### src/rtl/i2c_gc_target.sv
module i2c_gc_target #(
  parameter logic [2:0] ADDR_LOW    = 3'b000,
  parameter int         SYNC_STAGES = 2
) (
  input  logic clk,
  input  logic rst_n,
  input  logic scl_i,
  input  logic sda_i,
  output logic sda_oe_o,
  output logic rw_o,
  output logic core_rst_o,
  output logic gc_cmd04_o
);
  localparam logic [6:0] OWN_ADDR = {4'b1001, ADDR_LOW};
  localparam logic [7:0] GC_RESET = 8'h06;
  localparam logic [7:0] GC_LATCH = 8'h04;

  typedef enum logic [1:0] {S_IDLE, S_RX, S_ACK} state_t;
  typedef enum logic [1:0] {M_WRITE, M_READ, M_GC} mode_t;
  typedef enum logic [1:0] {A_NONE, A_RST, A_CMD04} act_t;

  logic [SYNC_STAGES:0] scl_sh, sda_sh;
  always_ff @(posedge clk or negedge rst_n)
    if (!rst_n) begin
      scl_sh <= '1;
      sda_sh <= '1;
    end else begin
      scl_sh <= {scl_sh[SYNC_STAGES-1:0], scl_i};
      sda_sh <= {sda_sh[SYNC_STAGES-1:0], sda_i};
    end

  wire scl_s = scl_sh[SYNC_STAGES-1];
  wire scl_d = scl_sh[SYNC_STAGES];
  wire sda_s = sda_sh[SYNC_STAGES-1];
  wire sda_d = sda_sh[SYNC_STAGES];

  wire scl_rise  = scl_s & ~scl_d;
  wire scl_fall  = ~scl_s & scl_d;
  wire start_det = scl_s & scl_d & sda_d & ~sda_s;
  wire stop_det  = scl_s & scl_d & ~sda_d & sda_s;

  state_t     state;
  mode_t      mode;
  act_t       act;
  logic [3:0] bitcnt;
  logic [7:0] shreg;
  logic       first;

  wire addr_hit = first && (shreg[7:1] == OWN_ADDR);
  wire gc_hit   = first && (shreg == 8'h00);
  wire gc_ok    = !first && (mode == M_GC) && (shreg == GC_RESET || shreg == GC_LATCH);
  wire wr_ok    = !first && (mode == M_WRITE);
  wire ack_now  = addr_hit || gc_hit || gc_ok || wr_ok;

  mode_t mode_nxt;
  act_t  act_nxt;
  always_comb begin
    mode_nxt = mode;
    if (first) mode_nxt = gc_hit ? M_GC : (shreg[0] ? M_READ : M_WRITE);
    act_nxt = A_NONE;
    if (!first && mode == M_GC)
      act_nxt = (shreg == GC_RESET) ? A_RST : (shreg == GC_LATCH) ? A_CMD04 : A_NONE;
  end

  always_ff @(posedge clk or negedge rst_n)
    if (!rst_n) begin
      state <= S_IDLE;
      mode <= M_WRITE;
      act <= A_NONE;
      bitcnt <= '0;
      shreg <= '0;
      first <= 1'b0;
      sda_oe_o <= 1'b0;
      rw_o <= 1'b0;
      core_rst_o <= 1'b0;
      gc_cmd04_o <= 1'b0;
    end else begin
      core_rst_o <= 1'b0;
      gc_cmd04_o <= 1'b0;
      if (start_det) begin
        state <= S_RX;
        bitcnt <= '0;
        first <= 1'b1;
        act <= A_NONE;
        sda_oe_o <= 1'b0;
      end else if (stop_det) begin
        state <= S_IDLE;
        sda_oe_o <= 1'b0;
      end else begin
        case (state)
          S_RX:
            if (scl_rise && bitcnt != 4'd8) begin
              shreg <= {shreg[6:0], sda_s};
              bitcnt <= bitcnt + 4'd1;
            end else if (scl_fall && bitcnt == 4'd8) begin
              state <= ack_now ? S_ACK : S_IDLE;
              sda_oe_o <= ack_now;
              mode <= mode_nxt;
              act <= act_nxt;
              if (addr_hit) rw_o <= shreg[0];
            end
          S_ACK:
            if (scl_fall) begin
              sda_oe_o <= 1'b0;
              bitcnt <= '0;
              first <= 1'b0;
              core_rst_o <= (act == A_RST);
              gc_cmd04_o <= (act == A_CMD04);
              state <= (act != A_NONE || mode == M_READ) ? S_IDLE : S_RX;
            end
          default: ;
        endcase
      end
    end

  assert_oe_edge_scl_low_R11: assert property (@(posedge clk) disable iff (!rst_n)
    !$stable(sda_oe_o) |-> !scl_s);
  assert_rst_single_R6: assert property (@(posedge clk) disable iff (!rst_n)
    core_rst_o |=> !core_rst_o);
  assert_rst_bus_released_R6: assert property (@(posedge clk) disable iff (!rst_n)
    core_rst_o |-> (!sda_oe_o && !scl_s));
  assert_cmd04_single_R7: assert property (@(posedge clk) disable iff (!rst_n)
    gc_cmd04_o |=> !gc_cmd04_o);
  assert_pulses_exclusive_R7: assert property (@(posedge clk) disable iff (!rst_n)
    !(core_rst_o && gc_cmd04_o));
  assert_stop_releases_R10: assert property (@(posedge clk) disable iff (!rst_n)
    stop_det |=> !sda_oe_o);
endmodule

### config.mk
export PLATFORM = sky130hd
export DESIGN_NAME = i2c_gc_target
export DESIGN_NICKNAME = d
export VERILOG_FILES = /design/src/rtl/i2c_gc_target.sv
export SDC_FILE = /design/constraint.sdc
export NUM_CORES = 1
export LEC_CHECK = 0
export CORE_ASPECT_RATIO = 1.5
export CORE_MARGIN = 2
export CORE_UTILIZATION = 58
export CTS_CLUSTER_DIAMETER = 50
export CTS_CLUSTER_SIZE = 16
export DETAILED_ROUTE_END_ITERATION = 7
export DONT_BUFFER_PORTS = 1
export GPL_TIMING_DRIVEN = 0
export PLACE_DENSITY = 0.74
export SLEW_MARGIN = 0
export SYNTH_ARGS = -nofsm -noshare
export SYNTH_HDL_FRONTEND = slang
export SYNTH_SLANG_ARGS = --single-unit
### constraint.sdc
create_clock -name clk -period 1.9 [get_ports clk]
set_input_delay 0.095 -clock clk [delete_from_list [all_inputs] [get_ports clk]]
set_output_delay 0.095 -clock clk [all_outputs]
set_load 0.01 [all_outputs]
==> impl_metrics.json <==
{
  "gp_congestion": 0.786,
  "die_w_um": 44.0,
  "reg2reg_slack_ns": 0.09,
  "synth_top_family_by_area": "simple AND/OR/NAND/NOR gates",
  "netlist.area_leader.share": 0.395,
  "start_util": 0.617,
  "fin_crit_sh": 0.951,
  "syn_avg_cell_area_um2": 11.4,
  "clk_pin_slew_ns": 0.14,
  "ant_nets": 0,
  "synthArstFlopShare": 1.00,
  "placed_cells": 145,
  "wl_per_cell_um": 15.9,
  "syn_to_final_growth_pct": 11.8,
  "synth.distinct_cells": 43,
  "dp.final_hpwl_um": 1760,
  "fin_skew_ns": 0.00715,
  "timing.rr.start": "bitcnt[0]",
  "layout_commonest_cell": "dfrtp_1",
  "synthAdderAreaFrac": 0.0359,
  "stdcell_count": 154,
  "power_density_nw_per_um2": 1140,
  "clk_path_buf_depth": 2,
  "synth_top_area_cell": "dfrtp_1",
  "synth-xor-area-share": 0.00628,
  "cts_tree": "built",
  "ff2ff_path_depth": 6,
  "hold_ws_ns": 0.183,
  "leakagePower_nw": 0.673,
  "grtUsageTotal": 0.197,
  "synth_compound_area_frac": 0.0978,
  "finalHoldViolations": 0,
  "final_cell_mix": "22 x dfrtp_1, 11 x mux2_2, 10 x nand2_1",
  "path_cells": "inv_1, ha_1, and3b_2, nand3_2, or4_1, a21oi_1",
  "die_height_um": 64.0,
  "dieArea_um2": 2820,
  "fillers": 178,
  "core_area_um2": 2260,
  "synthesis.nets": 130,
  "synth_area_um2": 1390,
  "hp-class": "in2async",
  "cts-root-buf": "clkbuf_4",
  "diodes": 0,
  "finalSetupTns_ns": 0,
  "setup.worst_path.end_class": "register",
  "cp-start-kind": "register",
  "max_freq_mhz": 553,
  "num-nets-final": 140,
  "report.final.slew_viol_count": 0,
  "port_buffers": 0,
  "critical_path.max_stage_delay_ns": 0.54,
  "worst-path-max-fanout": 5,
  "fin_crit_ns": 1.81,
  "slew-limit-headroom": 0.719,
  "yosys.area_share.simple": 0.217,
  "grt_max_degree": 29,
  "clock-sinks": 28,
  "muxShareOfSynthArea": 0.0961,
  "grt_pass1_wl_um": 4140,
  "synth-seq-cells": 28,
  "layout-drive-gt1-share": 0.260,
  "synthTopCellsByArea": "dfrtp_1 39%, dfstp_2 11%, mux2_2 8.9%",
  "numCtsBuffers": 3,
  "ys_seq_area_frac": 0.508,
  "r2r-end": "act[0]",
  "grt_overflow_total": 0,
  "synth_edf_count": 0,
  "multi_input_area_um2": 641,
  "vdd_drop_max_uv": 753,
  "ctsHtreeMaxLevel": 1,
  "status": "completed",
  "grt_setup_unrepaired": "no",
  "antenna_found_initial": 0,
  "worstPathRequired_ns": 2.17,
  "drv_cap": 0,
  "netlist_instances": 122,
  "clock_latency_ns": 0.33,
  "tightest_slew_ns": 0.415,
  "ys_warn_count": 0,
  "drt-total-wl_um": 2440,
  "first_pass_iters": 4,
  "setup_violations": 0,
  "crit_type": "reg2reg",
  "synth-main-ff-cell": "dfrtp_1",
  "seq_area_um2": 708,
  "ioPinCount": 8,
  "num_rows": 21,
  "remaining_drc_errors": 0,
  "viasPerCell": 6.32,
  "slowest_stage": "or4_1",
  "cp.arrival_ns": 2.07,
  "dr.first_iter.drc_count": 12,
  "grt_pass1_vias": 994,
  "via_count": 974
}
==> cells in the mapped netlist, drive strengths merged (2+ instances only) <==
master   number
a21oi         2
a22o          2
and3b         2
buf           3
dfrtp        22
dfstp         6
ha            4
inv           6
mux2         11
nand2        10
nand3         7
nand3b        3
nand4         2
nor2          5
nor2b         2
nor3          3
nor3b         4
nor4b         2
o2111ai       2
o21ai         5
or4           2
==> layer usage <==
layer / track usage / vias up / part of all wire / routed length [µm]
li1: - / 462 / - / -
met1: 0.212 / 492 / 0.39 / 964
met2: 0.371 / 11 / 0.57 / 1390
met3: 0.0169 / 9 / 0.014 / 33
met4: 0.0795 / 0 / 0.023 / 57
met5: 0 / - / 0 / 0
==> state kept, by name (all words and copies together) (netlist names), 2 cells and up <==
register	flops
scl_sh	3
bitcnt	4
shreg	8
sda_sh	3
mode	2
act	2
==> what timing repair did <==
item                       CTS  global route
gates resized for setup      0             2
hold endpoints to repair    30             0
setup buffers                0             2
setup endpoints to repair    1             9
hold buffers                 4             0
pin swaps                    0             1
==> kinds of logic (layout without fill, tap and decap cells) <==
family | Yosys count | in the layout
AO/OA/AOI/OAI | 19 | 19
buffers and inverters | 10 | 19
multiplexers | 12 | 12
flip-flops | 28 | 28
AND/OR/NAND/NOR | 48 | 48
adder cells (fa/ha/maj) | 4 | 4
XOR/XNOR | 1 | 1
==> per-stage QoR <==
stage	setup slack (ns)	area (µm²)	utilization	power [mW]
5_1_grt	0.0163	1560	0.689	1.89
6_report	0.0927	1560	0.689	1.78
4_1_cts	0.0605	1520	0.673	1.76
3_5_place_dp	0.00556	1420	0.630	1.35
2_1_floorplan	0.214	1390	-	1.23
3_3_place_gp	0.0497	1420	0.630	1.33
==> critical path: cells and delay by family, from the launching register on <==
kind,cells,cell delay [ns]
buffers and inverters,1,0.07
adders and majority gates,1,0.16
AOI/OAI and AO/OA,1,0.15
DFF,1,0.44
and+or+nand+nor,3,0.94
==> how the worst max path moves through the flow <==
stage | end | start | slack, ns
final | act[0] | bitcnt[0] | 0.09
after global routing | act[0] | bitcnt[0] | 0.02
after CTS | shreg[7] | bitcnt[0] | 0.06
after detailed placement | bitcnt[0] | sda_oe_o | 0.006
after global placement | bitcnt[0] | sda_oe_o | 0.05
after floorplan | bitcnt[0] | sda_oe_o | 0.21
==> power by group <==
part	switching, mW	internal, mW
combinational	0.306	0.294
sequential	0.107	0.694
clock	0.167	0.213
==> area by class of cell <==
type,instances,share of cell area
Sequential cell,28,0.455
Inverter,6,0.0145
Buffer,3,0.0177
Clock buffer,3,0.0145
Timing Repair Buffer,6,0.0498
Multi-Input combinational cell,84,0.411
Tap cell,23,0.0185
Clock inverter,1,0.0193
No activity file was read; power rests on OpenSTA's default activity.
